### config.mk
export PLATFORM = sky130hd
export DESIGN_NAME = freqTuner
export DESIGN_NICKNAME = d
export VERILOG_FILES = /design/src/rtl/tuneFreqPkg.sv /design/src/rtl/errFront.sv /design/src/rtl/tuneCtrl.sv /design/src/rtl/tuneDatapath.sv /design/src/rtl/freqTuner.sv
export SDC_FILE = /design/constraint.sdc
export NUM_CORES = 1
export LEC_CHECK = 0
export BUFFER_PORTS_ARGS = -buffer_cell sky130_fd_sc_hd__buf_4
export CAP_MARGIN = 20
export CORE_MARGIN = 1
export CORE_UTILIZATION = 58
export CTS_CLUSTER_DIAMETER = 100
export DETAILED_ROUTE_END_ITERATION = 6
export GPL_TIMING_DRIVEN = 0
export PLACE_DENSITY = 0.83
export SYNTH_ARGS = -nofsm -noshare
export SYNTH_HDL_FRONTEND = slang
export SYNTH_SLANG_ARGS = --single-unit
export TNS_END_PERCENT = 30
### constraint.sdc
create_clock -name clk -period 3.2 [get_ports clk]
set_input_delay 0.32 -clock clk [delete_from_list [all_inputs] [get_ports clk]]
set_output_delay 0.32 -clock clk [all_outputs]
set_load 0.005 [all_outputs]
### src/rtl/tuneFreqPkg.sv
package tuneFreqPkg;
  typedef struct packed {
    logic stepDn;
    logic stepUp;
    logic cntClr;
  } tuneStrobe_t;
endpackage

### src/rtl/errFront.sv
module errFront #(
  parameter int NUM_EP      = 8,
  parameter int SYNC_STAGES = 2,
  parameter int STAB_STAGES = 2
) (
  input  logic              clk,
  input  logic              rstN,
  input  logic [NUM_EP-1:0] errIn,
  input  logic [NUM_EP-1:0] clrMask,
  output logic              errAny,
  output logic [NUM_EP-1:0] stickyHist
);
  localparam int DEPTH = SYNC_STAGES + STAB_STAGES;

  logic [NUM_EP-1:0] pipe [DEPTH];
  logic [NUM_EP-1:0] validated;

  // Synchronizer flops followed by the stabilization flops, one register per stage
  for (genvar s = 0; s < DEPTH; s++) begin : gStage
    if (s == 0) begin : gFirst
      always_ff @(posedge clk or negedge rstN) begin
        if (!rstN) pipe[s] <= '0;
        else       pipe[s] <= errIn;
      end
    end else begin : gRest
      always_ff @(posedge clk or negedge rstN) begin
        if (!rstN) pipe[s] <= '0;
        else       pipe[s] <= pipe[s-1];
      end
    end
  end

  assign validated = pipe[DEPTH-1];
  assign errAny    = |validated;

  // Sticky history: a new error has priority over the clear mask
  always_ff @(posedge clk or negedge rstN) begin
    if (!rstN) stickyHist <= '0;
    else       stickyHist <= (stickyHist & ~clrMask) | validated;
  end

  assert_sticky_hold_R8: assert property (@(posedge clk) disable iff (!rstN)
    1'b1 |=> (($past(stickyHist) & ~$past(clrMask)) & ~stickyHist) == '0);

  assert_set_wins_R9: assert property (@(posedge clk) disable iff (!rstN)
    (validated != '0) |=> (stickyHist & $past(validated)) == $past(validated));
endmodule

### src/rtl/tuneCtrl.sv
module tuneCtrl
  import tuneFreqPkg::*;
(
  input  logic        clk,
  input  logic        rstN,
  input  logic        errAny,
  input  logic        cntAtEnd,
  input  logic        replayDone,
  output tuneStrobe_t strb,
  output logic        replayReq,
  output logic        halfRate
);
  always_comb begin
    strb.stepDn = errAny;
    strb.stepUp = !errAny && cntAtEnd;
    strb.cntClr = errAny || cntAtEnd;
  end

  always_ff @(posedge clk or negedge rstN) begin
    if (!rstN) begin
      replayReq <= 1'b0;
      halfRate  <= 1'b0;
    end else begin
      replayReq <= errAny;
      if (errAny)          halfRate <= 1'b1;
      else if (replayDone) halfRate <= 1'b0;
    end
  end

  assert_strobe_excl_R4: assert property (@(posedge clk) disable iff (!rstN)
    $onehot0({strb.stepDn, strb.stepUp}));

  assert_replay_follows_R6: assert property (@(posedge clk) disable iff (!rstN)
    errAny |=> (replayReq && halfRate));

  assert_replay_quiet_R6: assert property (@(posedge clk) disable iff (!rstN)
    !errAny |=> !replayReq);

  assert_half_hold_R7: assert property (@(posedge clk) disable iff (!rstN)
    (halfRate && !replayDone) |=> halfRate);
endmodule

### src/rtl/tuneDatapath.sv
module tuneDatapath
  import tuneFreqPkg::*;
#(
  parameter int CODE_W       = 6,
  parameter int CLEAN_CYCLES = 1024,
  parameter int INIT_CODE    = 32
) (
  input  logic              clk,
  input  logic              rstN,
  input  tuneStrobe_t       strb,
  input  logic [CODE_W-1:0] minCode,
  input  logic [CODE_W-1:0] maxCode,
  output logic              cntAtEnd,
  output logic [CODE_W-1:0] freqCode
);
  localparam int CNT_W = (CLEAN_CYCLES > 2) ? $clog2(CLEAN_CYCLES) : 1;
  localparam logic [CNT_W-1:0] CNT_LAST = CNT_W'(CLEAN_CYCLES - 1);

  logic [CNT_W-1:0] cleanCnt;

  assign cntAtEnd = (cleanCnt == CNT_LAST);

  always_ff @(posedge clk or negedge rstN) begin
    if (!rstN)            cleanCnt <= '0;
    else if (strb.cntClr) cleanCnt <= '0;
    else                  cleanCnt <= cleanCnt + CNT_W'(1);
  end

  always_ff @(posedge clk or negedge rstN) begin
    if (!rstN) freqCode <= CODE_W'(INIT_CODE);
    else if (strb.stepDn) begin
      if (freqCode > minCode) freqCode <= freqCode - CODE_W'(1);
    end else if (strb.stepUp) begin
      if (freqCode < maxCode) freqCode <= freqCode + CODE_W'(1);
    end
  end

  assert_cnt_bound_R4: assert property (@(posedge clk) disable iff (!rstN)
    cleanCnt <= CNT_LAST);
endmodule

### src/rtl/freqTuner.sv
module freqTuner
  import tuneFreqPkg::*;
#(
  parameter int NUM_EP       = 8,
  parameter int SYNC_STAGES  = 2,
  parameter int STAB_STAGES  = 2,
  parameter int CODE_W       = 6,
  parameter int CLEAN_CYCLES = 1024,
  parameter int INIT_CODE    = 32
) (
  input  logic              clk,
  input  logic              rstN,
  input  logic [NUM_EP-1:0] errIn,
  input  logic [NUM_EP-1:0] clrMask,
  input  logic [CODE_W-1:0] minCode,
  input  logic [CODE_W-1:0] maxCode,
  input  logic              replayDone,
  output logic [CODE_W-1:0] freqCode,
  output logic              replayReq,
  output logic              halfRate,
  output logic [NUM_EP-1:0] stickyHist
);
  logic        errAny;
  logic        cntAtEnd;
  tuneStrobe_t strb;

  errFront #(.NUM_EP(NUM_EP), .SYNC_STAGES(SYNC_STAGES), .STAB_STAGES(STAB_STAGES)) uFront (
    .clk(clk), .rstN(rstN), .errIn(errIn), .clrMask(clrMask),
    .errAny(errAny), .stickyHist(stickyHist));

  tuneCtrl uCtrl (
    .clk(clk), .rstN(rstN), .errAny(errAny), .cntAtEnd(cntAtEnd),
    .replayDone(replayDone), .strb(strb), .replayReq(replayReq), .halfRate(halfRate));

  tuneDatapath #(.CODE_W(CODE_W), .CLEAN_CYCLES(CLEAN_CYCLES), .INIT_CODE(INIT_CODE)) uPath (
    .clk(clk), .rstN(rstN), .strb(strb), .minCode(minCode), .maxCode(maxCode),
    .cntAtEnd(cntAtEnd), .freqCode(freqCode));

  assert_step_down_R3: assert property (@(posedge clk) disable iff (!rstN)
    (errAny && freqCode > minCode) |=> freqCode == $past(freqCode) - CODE_W'(1));

  assert_floor_hold_R5: assert property (@(posedge clk) disable iff (!rstN)
    (errAny && freqCode <= minCode) |=> freqCode == $past(freqCode));
endmodule

After elaboration in Yosys (flattened, before gate mapping)
Index checks and enable logic that the tools add are counted.
{ "classes": {"add_sub_neg": 3, "n_mul": 0, "div_mod_pow": 0, "order_cmp": 2, "n_eq_ne": 2, "shifts": 0, "n_mux": 7, "n_bitwise": 3, "n_reduce_logical": 8} }
{ "ops": {"columns": ["operator", "n"], "rows": [
  ["2-to-1 mux 6 bit", 4],
  ["adder 10 x 1 -> 10 bit (second input constant)", 1],
  ["== test 10 bit (second input constant)", 1],
  ["2-to-1 mux 10 bit", 1],
  ["AND 8 bit", 1],
  ["NOT 8 bit", 1],
  ["bitwise OR 8 bit", 1],
  ["OR reduction 8 bit", 1],
  ["adder 6 x 1 -> 6 bit (second input constant)", 1],
  ["greater-than comparator 6 bit", 1],
  ["less-than comparator 6 bit", 1],
  ["nonzero test 2 bit", 3],
  ["subtractor 6 x 1 -> 6 bit (second input constant)", 1],
  ["AND reduction 3 bit", 1],
  ["2-to-1 mux 1 bit", 2],
  ["!= test 2 x 1 -> 1 bit (second input constant)", 1],
  ["logical AND 1 bit", 1],
  ["zero test 1 bit", 1],
  ["logical OR 1 bit", 1]
]} }
{ "word_totals": {"reg_bits": 58, "latchBits": 0, "ramBits": 0, "rom_bits": 0, "input_bits": 31, "out_inout_bits": 16, "wordCells": 34, "mem_count": 0} }

Longest topological paths before layout
Gate-level depths: netlist of the first run.
{ "logic_depth": {"depth_word": 5, "mapped_depth": 9, "mapped_depth_nobuf": 9} }

Hierarchy
A second synthesis of the first run with hierarchy kept.
{ "unflattened": {"hier_cells": 186, "area_unflattened_um2": 2336.0} }
{ "by_module_without_submodules": {"columns": ["module", "n_inst", "cells_per_inst", "area_per_inst_um2", "seq_area_each_um2"], "rows": [
  ["tuneDatapath", 1, 120, 1146.1, 401.6],
  ["errFront", 1, 59, 1108.6, 1001.0],
  ["tuneCtrl", 1, 7, 81.3, 50.0]
]} }

Least setup slack after synthesis of the first run
OpenSTA, ideal clock, no wires.
{ "synth_timing": {"kind": "register to register", "from": "reg uFront.pipe (netlist bit uFront.validated[7])", "to": "reg uPath.freqCode[5]", "setup_time_ns": 0.075, "arrival_ns": 2.106, "t_required_ns": 3.125, "setup_slack_ns": 1.019, "path_stages_with_launch": 10, "path_buffers": 0, "synth_period_minus_slack_ns": 2.181, "cell_sequence": "dfrtp_1 > nor4_2 > nand2_2 > ha_1 > a21oi_1 > nor2b_1 > a311o_1 > xor2_1 > nand3_1 > xnor2_1"} }
{ "synth_between": {"elab_chain_len": 5, "elab_cells_between_ends": 8, "classes_between": "eq/ne: 1; mux: 1; reduce/logical: 6"} }
{ "synth_rtl": {"columns": ["item", "line", "text"], "rows": [
  ["from (decl)", "errFront.sv:15", "logic [NUM_EP-1:0] pipe [DEPTH];"],
  ["from (signal, indexed assignment)", "errFront.sv:28", "else pipe[s] <= pipe[s-1];"],
  ["OR reduction 8 bit *", "errFront.sv:34", "assign errAny = |validated;"],
  ["net errAny", "freqTuner.sv:23", "logic errAny;"],
  ["zero test 1 bit", "tuneCtrl.sv:15", "strb.stepUp = !errAny && cntAtEnd;"],
  ["logical AND 1 bit", "tuneCtrl.sv:15", null],
  ["nonzero test 2 bit (no source line)", null, null],
  ["AND reduction 3 bit (no source line)", null, null],
  ["to (signal assigned)", "tuneDatapath.sv:30", "if (!rstN) freqCode <= CODE_W'(INIT_CODE);"],
  ["to (signal assigned)", "tuneDatapath.sv:32", "if (freqCode > minCode) freqCode <= freqCode - CODE_W'(1);"],
  ["to (signal assigned)", "tuneDatapath.sv:34", "if (freqCode < maxCode) freqCode <= freqCode + CODE_W'(1);"],
  ["to (decl)", "tuneDatapath.sv:14", "output logic [CODE_W-1:0] freqCode"]
]} }
The timed path passes the listed nets; every way through them passes the cells marked *.
A chain may end at the register's enable or synchronous reset.

Worst setup path in the final report of the first run
Same ends and word-level chain as after synthesis.

==> results of run 1 <==
[Yosys cell counts (all sizes together) (3+ instances only)]
cell / instances
dfrtp: 57
inv: 21
ha: 16
nor2: 11
a21o: 10
nand2: 8
xor2: 7
a21oi: 6
xnor2: 6
mux2: 4
nand3: 3
nand4: 3
[kinds of logic (layout without fill, tap and decap cells)]
group / Yosys count / in the layout / share of synthesized area (%)
buffers and inverters: 22 / 84 / 3.85
and+or+nand+nor: 37 / 37 / 9.20
adders and majority gates: 17 / 17 / 9.41
xor gates and xnor gates: 13 / 13 / 4.87
DFF: 58 / 58 / 62.1
muxes: 4 / 4 / 2.57
AOI/OAI and AO/OA: 25 / 25 / 8.02
[stage by stage]
stage / hold WS [ns] / instance area [sq um] / cells / total power [mW]
after floorplan: 0.0244 / 2340 / 176 / 1.31
after global placement: 0.331 / 2750 / 270 / 1.47
after detailed placement: 0.335 / 2750 / 270 / 1.53
after CTS: 0.0532 / 2990 / 286 / 2.36
after global routing: 0.0798 / 2990 / 286 / 2.46
final: 0.0412 / 2990 / 286 / 2.35
[registers in the layout, indices dropped and copies added (netlist names)]
name               count
uCtrl.replayReq        1
uFront.pipe           24
uCtrl.halfRate         1
uPath.cleanCnt        10
uFront.stickyHist      8
uPath.freqCode         6
uFront.validated       8
[metal layers]
metal | track usage (%) | vias to the layer above | routed length [microns]
met4 | 10.1 | 0 | 103
met2 | 43.9 | 36 | 2600
met3 | 7.99 | 12 | 166
met1 | 28.3 | 770 | 1840
li1 | - | 705 | -
met5 | 0 | - | 0
[where the power goes]
part / internal, mW / total, mW / leakage, nW / switching, mW
clock network: 0.516 / 0.794 / 0.123 / 0.277
logic: 0.359 / 0.658 / 0.667 / 0.299
registers: 0.810 / 0.894 / 0.686 / 0.0836
total: 1.69 / 2.35 / 1.48 / 0.659
[worst max-delay path: stages, from the launching register on]
cell and delay, ns:
dfrtp_1 0.39, nor4_2 0.42, nand2_2 0.30, ha_1 0.43, a21oi_1 0.20, nor2b_1 0.08
a311o_1 0.35, xor2_1 0.22, nand3_1 0.13, xnor2_1 0.15
[final timing paths]
| kind | start | endpoint | slack (ns) | cells after the start |
|---|---|---|---|---|
| hold reg to reg | uFront.pipe[31] | uFront.pipe[23] | 0.35 | 0 |
| hold / removal | rstN | uFront.pipe[30] | 0.04 | 1 |
| min in group clk | errIn[3] | uFront.pipe[27] | 0.10 | 1 |
| max in group asynchronous | rstN | uPath.cleanCnt[4] | 2.71 | 1 |
| setup reg to reg | uFront.validated[7] | uPath.freqCode[5] | 0.45 | 9 |
| setup / recovery | uFront.validated[7] | uPath.freqCode[5] | 0.45 | 9 |
[cell type report]
type	count	area share, %
clock buffers	9	4.15
multi-input cells	96	26.7
inverters	21	2.64
flip-flops and latches	58	48.6
plain buffers	1	0.377
well taps	48	2.01
repair buffers	46	11.6
clock inverters	7	3.94
==> results.cfg, run 1 <==
[routing]
viasPerCell = 5.33
post_drt_wl_per_cell_microns = 16.5
drtAntennaViolNets = 0
drt_wl_total_microns = 4720
drc = 0
via_count = 1523
drtPass1Iterations = 4
drt-initial-drc-count = 83

[floorplanning]
start_util_pct = 62.0
coreArea_sq_mm = 0.00377
row_count = 22
top_level_ports = 47
dieArea_sq_mm = 0.00429
dieHeight_microns = 65.5
die_w_microns = 65.5

[critical_path]
cp-start-kind = register
critical_path_class = register to register
crit_path_end_kind = register
crit_fanout = 13
worstPathRequired_ns = 3.45
cp.arrival_ns = 3.01

[flow_run]
max_cap_violations = 0

[outcome]
outcome = finished clean

[cells_and_area]
multi_input_area_sq_um = 797
fillCellCount = 207
final_nets = 281
seq_area_sq_mm = 0.00145
final_cell_mix = dfrtp_1, buf_4, inv_1
antenna_cells = 0
syn_to_final_growth_pct = 27.6
drive_gt1_share_pct = 32.4
finish.utilization_pct = 79.2
final_common_cell = dfrtp_1

[clock_network]
numClockSinks = 58
post_cts_buffers = 0
insertion_delay_ns = 0.32
cts_hold_buf = 0
root_buffer = clkbuf_8
cts_buffers = 9
clk_path_buf_depth = 2
clk_pin_slew_worst_paths_ns = 0.07
h-tree-depth = 3
cts_tree = done
post_cts_resize_count = 0

[yosys]
synth_enable_flop_cells = 0
synthCells = 176
ys_warn_count = 0
avgSynthCellArea_sq_um = 13.3
synth_top_area_cell = dfrtp_1
ys_types = 33
syn_area_sq_mm = 0.00234
ys.flop_type = dfrtp_1
syn_nets = 224
yosysSeqAreaShare_pct = 62.1
synth.area.top_cells = dfrtp_1, ha_1, inv_1
synth-seq-cells = 58
synthArstFlopShare_pct = 100
synth.top_cell.area_share_pct = 61.0

[power]
p_leak_nw = 1.48
peakVddDrop_mv = 0.579
power_density_mw_per_mm2 = 785

[sta]
rsz0062_at_grt = false
slew_headroom_pct = 44.9
worst_slew_pin_slew_ns = 0.806
fin_ws_ns = 0.446
fmax_ghz = 0.363
min_period_over_period_pct = 86.1
setup-violations-final = 0
fin_worst_skew_ns = 0.00554
setup_tns_ns = 0
finalHoldViolations = 0
slew_viol_final = 0
layout_min_cycle_time_ns = 2.75

[global_route]
grt_max_degree = 59
grt_first_pass_wirelength_microns = 7660
grt_overflow = 0
antenna_found_initial = 0
first_global_vias = 1649
grt_usage_pct = 25.2

[placed_design]
dpl_worst_slack_ns = 0.752
portBuffers = 46
dp_hpwl_microns = 3030
gp_congestion = 0.747

[min_path]
hold_class = input pin to asynchronous set/reset pin
Note: power is estimated with default switching activity, not from simulation.
==> run 2, diff against run 1 <==
--- a/config.mk
+++ b/config.mk
@@ -8,11 +8,10 @@
 export BUFFER_PORTS_ARGS = -buffer_cell sky130_fd_sc_hd__buf_4
 export CAP_MARGIN = 20
 export CORE_MARGIN = 1
-export CORE_UTILIZATION = 58
+export CORE_UTILIZATION = 54
 export CTS_CLUSTER_DIAMETER = 100
 export DETAILED_ROUTE_END_ITERATION = 6
-export GPL_TIMING_DRIVEN = 0
-export PLACE_DENSITY = 0.83
+export PLACE_DENSITY = 0.78
 export SYNTH_ARGS = -nofsm -noshare
 export SYNTH_HDL_FRONTEND = slang
 export SYNTH_SLANG_ARGS = --single-unit
==> constraint.sdc (replaced) <==
create_clock -name clk -period 3 [get_ports clk]
set_input_delay 0.3 -clock clk [delete_from_list [all_inputs] [get_ports clk]]
set_output_delay 0.3 -clock clk [all_outputs]
set_load 0.005 [all_outputs]
==> results.cfg, run 2 (synthesis gave the netlist of run 1 again) <==
[critical_path]
worstPathRequired_ns = 3.25
r2r-start = uFront.validated[2]
critical_path_class = register to register
crit_path_start = uFront.validated[2]
crit_path_end_kind = register
cp-start-kind = register
cp.arrival_ns = 2.74
crit_fanout = 13

[sta]
min_period_over_period_pct = 83.0
slew_viol_final = 0
fin_worst_skew_ns = 0.00491
slew_headroom_pct = 54.0
fmax_ghz = 0.401
setup_tns_ns = 0
rsz0062_at_grt = false
finalHoldViolations = 0
fin_ws_ns = 0.509
worst_slew_pin_slew_ns = 0.691
layout_min_cycle_time_ns = 2.49
setup-violations-final = 0

[power]
swShare_pct = 27.6
switchingPower_mw = 0.682
share_seq_of_total_power_pct = 38.7
peakVddDrop_mv = 0.547
p_leak_nw = 1.47
combinationalPowerShare_pct = 27.2
pwr-share-clk_pct = 34.1
power_density_mw_per_mm2 = 832
p_int_mw = 1.79

[cells_and_area]
final_common_cell = dfrtp_1
regMostFlops = uFront.pipe
syn_to_final_growth_pct = 27.2
final_cell_mix = dfrtp_1, buf_4, inv_1
final_nets = 280
antenna_cells = 0
drive_gt1_share_pct = 32.1
fin_area_sq_mm = 0.00298
largest_reg_flops = 24
reg_top3 = uFront.pipe x24, uPath.cleanCnt x10

[routing]
post_drt_wl_per_cell_microns = 15.0
drtPass1Iterations = 4
drc = 0
drt_wl_total_microns = 4310
drt-initial-drc-count = 43
drtAntennaViolNets = 0
viasPerCell = 5.09
via_count = 1461

[min_path]
hold_class = input pin to asynchronous set/reset pin

[clock_network]
h-tree-depth = 3
post_cts_buffers = 0
post_cts_resize_count = 0
clk_pin_slew_worst_paths_ns = 0.06
cts_hold_buf = 0
numClockSinks = 58
insertion_delay_ns = 0.32
root_buffer = clkbuf_8
cts_tree = done
cts_buffers = 9
clk_path_buf_depth = 2

[floorplanning]
start_util_pct = 57.3
coreArea_sq_mm = 0.00409
dieHeight_microns = 67.8
die_w_microns = 67.8
top_level_ports = 47
dieArea_sq_mm = 0.00460
row_count = 23

[global_route]
grt_first_pass_wirelength_microns = 7000
grt_max_degree = 59
grt_overflow = 0
grt_usage_pct = 22.0
antenna_found_initial = 0
first_global_vias = 1610

[outcome]
outcome = finished clean

[placed_design]
dpl_worst_slack_ns = 0.548
dp_hpwl_microns = 3070
placed_area_sq_mm = 0.00274
gp_congestion = 0.731
portBuffers = 46

[flow_run]
max_cap_violations = 0
==> run 2: cell count changes in the layout (fill, tap and decap cells not counted), sizes merged <==
cell / previous run / this run
inv: 21 / 22
clkinvlp: 0 / 1
buf: 47 / 46
clkinv: 4 / 2
==> run 2: area by class of cell <==
| type | instances | area [sq um] |
|---|---|---|
| well taps | 50 | 62.6 |
| fillers | 290 | 1110 |
| flip-flops and latches | 58 | 1450 |
| multi-input cells | 96 | 797 |
| repair buffers | 46 | 345 |
| inverters | 21 | 78.8 |
| clock inverters | 7 | 116 |
| clock buffers | 9 | 124 |
==> run 2: final timing paths <==
check,end,slack (ns),cells past startpoint
min in group clk,uFront.pipe[25],0.08,1
min reg2reg,uFront.pipe[15],0.34,0
max reg2reg,uPath.freqCode[5],0.51,9
min,uPath.freqCode[2],0.02,1
max,uPath.freqCode[5],0.51,9
max in group asynchronous,uPath.cleanCnt[2],2.52,1
==> run 2: critical path, stage by stage (launching register included) <==
cell,delay (ns)
dfrtp_1,0.40
nor4_2,0.35
nand2_2,0.27
ha_1,0.42
a21oi_1,0.15
nor2b_1,0.06
a311o_1,0.32
xor2_1,0.16
nand3_1,0.12
xnor2_1,0.16
==> run 2: stage by stage <==
step / hold WS, ns / cells / util [%] / power, mW
after floorplan: 0.00441 / 176 / - / 1.40
after global placement: 0.331 / 271 / 67.0 / 1.58
after detailed placement: 0.335 / 271 / 67.0 / 1.64
after CTS: 0.0327 / 287 / 72.8 / 2.50
after global routing: 0.0548 / 287 / 72.8 / 2.61
final: 0.0198 / 287 / 72.8 / 2.48
==> run 2: power groups by stage <==
stage | Sequential, mW | Combinational, mW | Clock, mW
2_1_floorplan | 0.947 | 0.454 | 0
3_3_place_gp | 0.966 | 0.614 | 0
3_5_place_dp | 0.971 | 0.674 | 0
4_1_cts | 0.959 | 0.678 | 0.866
5_1_grt | 0.969 | 0.748 | 0.896
6_report | 0.959 | 0.673 | 0.844
==> run 2: routing by layer <==
layer / share of wire [%] / vias up / global-route usage (%)
met1: 38 / 718 / 22.6
met2: 56 / 36 / 39.5
met5: 0 / - / 0
li1: - / 697 / -
met4: 1.8 / 0 / 10.2
met3: 4.8 / 10 / 8.17
